--- config.mk ---
export PLATFORM = sky130hd
export DESIGN_NAME = gauss5x5_core
export DESIGN_NICKNAME = d
export VERILOG_FILES = /design/src/rtl/gauss_pkg.sv /design/src/rtl/gauss_products.sv /design/src/rtl/gauss_add_tree.sv /design/src/rtl/gauss_round_sat.sv /design/src/rtl/gauss5x5_core.sv
export SDC_FILE = /design/constraint.sdc
export NUM_CORES = 2
export LEC_CHECK = 0
export ABC_CLOCK_PERIOD_IN_PS = 10200
export BUFFER_PORTS_ARGS = -buffer_cell sky130_fd_sc_hd__buf_2
export CAP_MARGIN = 0
export CORE_MARGIN = 5
export CORE_UTILIZATION = 60
export CTS_CLUSTER_DIAMETER = 120
export CTS_CLUSTER_SIZE = 10
export DETAILED_ROUTE_END_ITERATION = 10
export PLACE_DENSITY = 0.83
export SLEW_MARGIN = 10
export SYNTH_ARGS = -nofsm -noshare
export SYNTH_HDL_FRONTEND = slang
export SYNTH_HIERARCHICAL = 1
export SYNTH_SLANG_ARGS = --single-unit
--- constraint.sdc ---
create_clock -name clk -period 10.2 [get_ports clk]
set_input_delay 1.02 -clock clk [delete_from_list [all_inputs] [get_ports clk]]
set_output_delay 1.02 -clock clk [all_outputs]
set_load 0.005 [all_outputs]
--- src/rtl/gauss_pkg.sv ---
package gauss_pkg;
  localparam int KDIM     = 5;
  localparam int NTAP     = KDIM * KDIM;
  localparam int SCALE_SH = 12;
  localparam int WGT_W    = 8;

  // integer weight of tap idx (row-major), symmetric in distance from centre
  function automatic int tap_weight(int idx);
    int r, c, dr, dc, lo, hi, w;
    r  = idx / KDIM;
    c  = idx % KDIM;
    dr = (r > KDIM / 2) ? r - KDIM / 2 : KDIM / 2 - r;
    dc = (c > KDIM / 2) ? c - KDIM / 2 : KDIM / 2 - c;
    lo = (dr < dc) ? dr : dc;
    hi = (dr < dc) ? dc : dr;
    case (lo * 4 + hi)
      0:       w = 180;
      1:       w = 174;
      2:       w = 164;
      5:       w = 170;
      6:       w = 160;
      default: w = 151;
    endcase
    return w;
  endfunction

  // number of nodes at tree level l for n leaves
  function automatic int level_count(int n, int l);
    return (n + (1 << l) - 1) >> l;
  endfunction

  // start of level l in a flat node array holding levels 1..
  function automatic int level_offset(int n, int l);
    int off;
    off = 0;
    for (int k = 1; k < l; k++) off += level_count(n, k);
    return off;
  endfunction
endpackage

--- src/rtl/gauss_products.sv ---
module gauss_products
  import gauss_pkg::*;
#(
  parameter int PIX_W  = 8,
  parameter int PROD_W = PIX_W + WGT_W
) (
  input  logic                     clk,
  input  logic                     en_i,
  input  logic [NTAP*PIX_W-1:0]    win_i,
  output logic [PROD_W-1:0]        prod_o [NTAP]
);
  for (genvar i = 0; i < NTAP; i++) begin : g_tap
    localparam logic [WGT_W-1:0] WT = WGT_W'(tap_weight(i));
    logic [PIX_W-1:0] pix;
    assign pix = win_i[i*PIX_W +: PIX_W];
    always_ff @(posedge clk) begin
      if (en_i) prod_o[i] <= PROD_W'(pix) * PROD_W'(WT);
    end
  end
endmodule

--- src/rtl/gauss_add_tree.sv ---
module gauss_add_tree
  import gauss_pkg::*;
#(
  parameter int NT = NTAP,
  parameter int W  = 21
) (
  input  logic         clk,
  input  logic [W-1:0] term_i [NT],
  output logic [W-1:0] sum_o
);
  localparam int LV    = $clog2(NT);
  localparam int NODES = level_offset(NT, LV);
  localparam int LOFF  = level_offset(NT, LV - 1);
  localparam int LCNT  = level_count(NT, LV - 1);

  logic [W-1:0] node [NODES];

  // registered levels 1 .. LV-1
  for (genvar l = 1; l < LV; l++) begin : g_lvl
    localparam int PREV = level_count(NT, l - 1);
    localparam int SRC  = (l == 1) ? 0 : level_offset(NT, l - 1);
    for (genvar i = 0; i < level_count(NT, l); i++) begin : g_node
      localparam int DST = level_offset(NT, l) + i;
      if (l == 1) begin : g_leaf
        if (2 * i + 1 < PREV) begin : g_pair
          always_ff @(posedge clk) node[DST] <= term_i[2*i] + term_i[2*i+1];
        end else begin : g_pass
          always_ff @(posedge clk) node[DST] <= term_i[2*i];
        end
      end else begin : g_inner
        if (2 * i + 1 < PREV) begin : g_pair
          always_ff @(posedge clk) node[DST] <= node[SRC+2*i] + node[SRC+2*i+1];
        end else begin : g_pass
          always_ff @(posedge clk) node[DST] <= node[SRC+2*i];
        end
      end
    end
  end

  // last level is combinational; the caller registers it
  if (LCNT == 2) begin : g_final_pair
    assign sum_o = node[LOFF] + node[LOFF+1];
  end else begin : g_final_pass
    assign sum_o = node[LOFF];
  end
endmodule

--- src/rtl/gauss_round_sat.sv ---
module gauss_round_sat #(
  parameter int ACC_W = 21,
  parameter int SH    = 12,
  parameter int PIX_W = 8
) (
  input  logic [ACC_W-1:0] sum_i,
  output logic [PIX_W-1:0] pix_o
);
  localparam int QW = ACC_W + 1 - SH;
  localparam logic [ACC_W:0] HALF = (ACC_W+1)'(2 ** (SH - 1));
  localparam logic [QW-1:0]  MAXV = QW'(2 ** PIX_W - 1);

  logic [ACC_W:0] biased;
  logic [QW-1:0]  quot;

  always_comb begin
    biased = {1'b0, sum_i} + HALF;
    quot   = biased[ACC_W:SH];
    pix_o  = (quot > MAXV) ? MAXV[PIX_W-1:0] : quot[PIX_W-1:0];
  end
endmodule

--- src/rtl/gauss5x5_core.sv ---
module gauss5x5_core
  import gauss_pkg::*;
#(
  parameter int PIX_W   = 8,
  parameter int GUARD_W = 5
) (
  input  logic                  clk,
  input  logic                  rst,
  input  logic                  in_valid,
  output logic                  in_ready,
  input  logic [NTAP*PIX_W-1:0] in_window,
  output logic                  out_valid,
  output logic [PIX_W-1:0]      out_pixel
);
  localparam int PROD_W = PIX_W + WGT_W;
  localparam int ACC_W  = PROD_W + GUARD_W;
  localparam int LV     = $clog2(NTAP);

  logic              busy;
  logic              accept;
  logic [LV-1:0]     vld;
  logic [PROD_W-1:0] prod [NTAP];
  logic [ACC_W-1:0]  terms [NTAP];
  logic [ACC_W-1:0]  total;
  logic [PIX_W-1:0]  rounded;

  assign in_ready = !busy;
  assign accept   = in_valid && in_ready;

  gauss_products #(.PIX_W(PIX_W), .PROD_W(PROD_W)) u_prod (
    .clk(clk), .en_i(accept), .win_i(in_window), .prod_o(prod)
  );

  for (genvar i = 0; i < NTAP; i++) begin : g_ext
    assign terms[i] = ACC_W'(prod[i]);
  end

  gauss_add_tree #(.NT(NTAP), .W(ACC_W)) u_tree (
    .clk(clk), .term_i(terms), .sum_o(total)
  );

  gauss_round_sat #(.ACC_W(ACC_W), .SH(SCALE_SH), .PIX_W(PIX_W)) u_round (
    .sum_i(total), .pix_o(rounded)
  );

  // valid bit travelling beside the product register and tree levels
  always_ff @(posedge clk) begin
    if (rst) vld <= '0;
    else     vld <= {vld[LV-2:0], accept};
  end

  always_ff @(posedge clk) begin
    if (rst)                 busy <= 1'b0;
    else if (accept)         busy <= 1'b1;
    else if (vld[LV-1])      busy <= 1'b0;
  end

  always_ff @(posedge clk) begin
    if (rst) begin
      out_valid <= 1'b0;
      out_pixel <= '0;
    end else begin
      out_valid <= vld[LV-1];
      if (vld[LV-1]) out_pixel <= rounded;
    end
  end

  assert_ready_drops_R2: assert property (@(posedge clk) disable iff (rst)
    (in_valid && in_ready) |=> !in_ready);

  assert_latency_R3: assert property (@(posedge clk) disable iff (rst)
    (in_valid && in_ready) |=> ##5 out_valid);

  assert_single_pulse_R4: assert property (@(posedge clk) disable iff (rst)
    out_valid |=> !out_valid);

  assert_only_from_accept_R5: assert property (@(posedge clk) disable iff (rst)
    out_valid |-> $past(in_valid && in_ready, 6));

  assert_ready_at_result_R6: assert property (@(posedge clk) disable iff (rst)
    out_valid |-> in_ready);
endmodule

==> run_results.csv <==
group,metric,value,unit
global_route,grt_pass1_wl,219.6,mm
worst_setup_path,slowest_delay,600,ps
detailed_routing,num_vias,44880,
worst_setup_path,end_kind,"flip-flop",
power,p_leak,33.39,nW
global_route,grt_usage,23.39,%
worst_setup_path,r2r_cells,15,
detailed_routing,first_pass_iters,6,
global_route,overflow,0,
worst_setup_path,ff2ff_setup_slack,6270,ps
synthesis,synth_area,0.06345,mm²
timing,fin_skew,27.25,ps
die,io_pins,213,
cts,cts_tree,"built",
worst_setup_path,r2r-start,"u_tree/node[12][21]$_DFF_P_",
cts,clock-sinks,903,
layout,area_delta_synth_final,9.153,%
min_path,min_path_type,"reg2reg",
worst_setup_path,crit_top_cell,"a21oi_1",
cts,clock_tree.buffer_depth,3,
detailed_routing,wirelength,133.2,mm
cts,cts_buffers,100,
placement,place_ws,5666,ps
layout,fin_nets,8082,
timing,finalHoldViolCount,0,
worst_setup_path,arrival,4480,ps
layout,drive_gt1_share,5.920,%
cts,clk_root_buffer_cell,"clkbuf_16",
worst_setup_path,cp_max_fo,16,
detailed_routing,ant_nets,0,
layout,register_area,0.02150,mm²
layout,multi_input_area,0.03999,mm²
synthesis,yosys_warnings,6,
detailed_routing,drt_iter0_markers,2315,
worst_setup_path,worstSetupPathType,"reg2reg",
power,powerDensity,303.1,mW/mm²
worst_setup_path,cp.required,10750,ps
timing,setup_viol,0,
min_path,min_to,"u_tree/node[11][27]$_DFF_P_",
placement,place.gp.congestion,0.9063,
layout,final.fill_count,8118,
die,core,0.1051,mm²
synthesis,syn_avg_cell_area,10.42,µm²
placement,port_buffers,212,
global_route,grt_pass1_vias,45710,
worst_setup_path,start_kind,"flip-flop",
placement,placed_area,0.06638,mm²
layout,fin_area,0.06926,mm²
timing,relSlewSlack,30.25,%
die,rows,119,
outcome,outcome,"completed",
timing,tightest_slew,1039,ps
die,dieArea,0.1124,mm²
global_route,grt_start_max_net_pins,153,
worst_setup_path,reg2reg_to,"out_pixel[7]$_SDFFE_PP0P_",
layout,final_util,65.89,%
worst_setup_path,cp_cell_sequence,"ha_1 -> fa_1 -> a21o_2 -> a21oi_1 -> o21ai_0 -> and3_1 -> o41ai_1 -> nor3_1 -> a211oi_1 -> xnor2_1 -> or2_2 -> a21oi_1 -> a41oi_1 -> mux2i_1 -> nor2_2",
worst_setup_path,critical-path-slowest-cell,"o41ai_1",
placement,hpwlAfterDp,105.1,mm
min_path,worstHoldPathCells,0,
power,irDropWorstVdd,220.2,µV
cts,htree_num_levels,3,
detailed_routing,wire_per_inst,16.76,µm
power,total_power,20.99,mW
cts,clk_transition_reported_paths,60,ps
timing,rsz0062_at_grt,"no",
cts,clock_latency,670,ps
timing,setup_slack,6274,ps
layout,layoutNonFillerInstCount,7949,
timing,period_needed,3926,ps
global_route,antenna_found_initial,8,
cts,post_cts_buffers,0,
die,dieWidth,335.2,µm
die,die_h,335.2,µm
timing,hold_ws,319.4,ps
detailed_routing,viasPerCell,5.646,
timing,timing.fmax,254.7,MHz
placement,dp.cells,7784,
cts,hold_buffers,0,
min_path,hold_start,"u_tree/node[9][27]$_DFF_P_",
timing,min_period_over_period,38.49,%
cts,cts_resized,0,
timing,maxSlewViolCount,0,
synthesis,syn-instance-count,6088,
timing,fin_tns_setup,0,ps
detailed_routing,drc,0,
die,initial_utilization,60.36,%
run,max_cap_viol_count,0,
sequential cells by signal, indices dropped and copies added (netlist names):
register	count
busy	1
out_pixel	8
out_valid	1
u_prod/prod_o	342
u_tree/node	546
vld	5
power by group:
group / internal [mW] / switching, mW
registers: 5.34 / 0.668
clock network: 1.85 / 1.41
logic: 5.17 / 6.55
total: 12.4 / 8.63
worst max-delay path: cells and delay by family, from the launching register on:
family	cells	cell delay (ps)
xor+xnor	1	350
compound gates	7	1570
simple gates	4	780
mux	1	210
fa+ha+maj	2	570
flops	1	320
layout make-up:
cell class | count | area share, %
Antenna cell | 4 | 0.01445
Clock buffer | 155 | 4.003
Clock inverter | 6 | 0.1481
Inverter | 545 | 2.964
Multi-Input combinational cell | 4731 | 57.74
Sequential cell | 903 | 31.04
Tap cell | 1391 | 2.513
Timing Repair Buffer | 214 | 1.572
how the worst max path moves through the flow:
stage                           startpoint                           end  slack (ps)
2_1_floorplan                     in_valid    u_prod/prod_o[0]$_DFFE_PP_        1800
3_5_place_dp                 in_window[49]  u_prod/prod_o[303]$_DFFE_PP_        5670
4_1_cts        u_tree/node[12][21]$_DFF_P_     out_pixel[7]$_SDFFE_PP0P_        6310
3_3_place_gp                 in_window[60]  u_prod/prod_o[287]$_DFFE_PP_        5740
5_1_grt        u_tree/node[12][21]$_DFF_P_     out_pixel[4]$_SDFFE_PP0P_        5870
6_report       u_tree/node[12][21]$_DFF_P_     out_pixel[7]$_SDFFE_PP0P_        6270
metal layers:
layer | share of wire [%] | wire, µm | GRT usage [%] | up-vias
met5 | 0.0060 | 8 | 0 | -
met4 | 3.8 | 5115 | 9.135 | 2
met3 | 3.5 | 4722 | 2.672 | 293
met2 | 51 | 67580 | 42.84 | 933
met1 | 42 | 55810 | 28.11 | 21190
li1 | - | - | - | 22470
cells in the final DEF (no fill, tap or decap), types with 48 or more instances in the layout:
cell type,n
o21ai_0,235
and3_1,48
dfxtp_1,561
clkbuf_1,52
conb_1,183
nor2_1,294
a21o_1,284
xnor2_1,415
xor2_1,210
fa_1,198
inv_1,544
ha_1,1186
clkbuf_16,103
a21oi_1,524
o21a_1,90
nor2b_1,74
a211oi_1,50
nand3_1,100
buf_2,212
edfxtp_1,342
o21bai_1,85
nand2_1,211
nand2b_1,52
(Power assumes the default switching activity.)
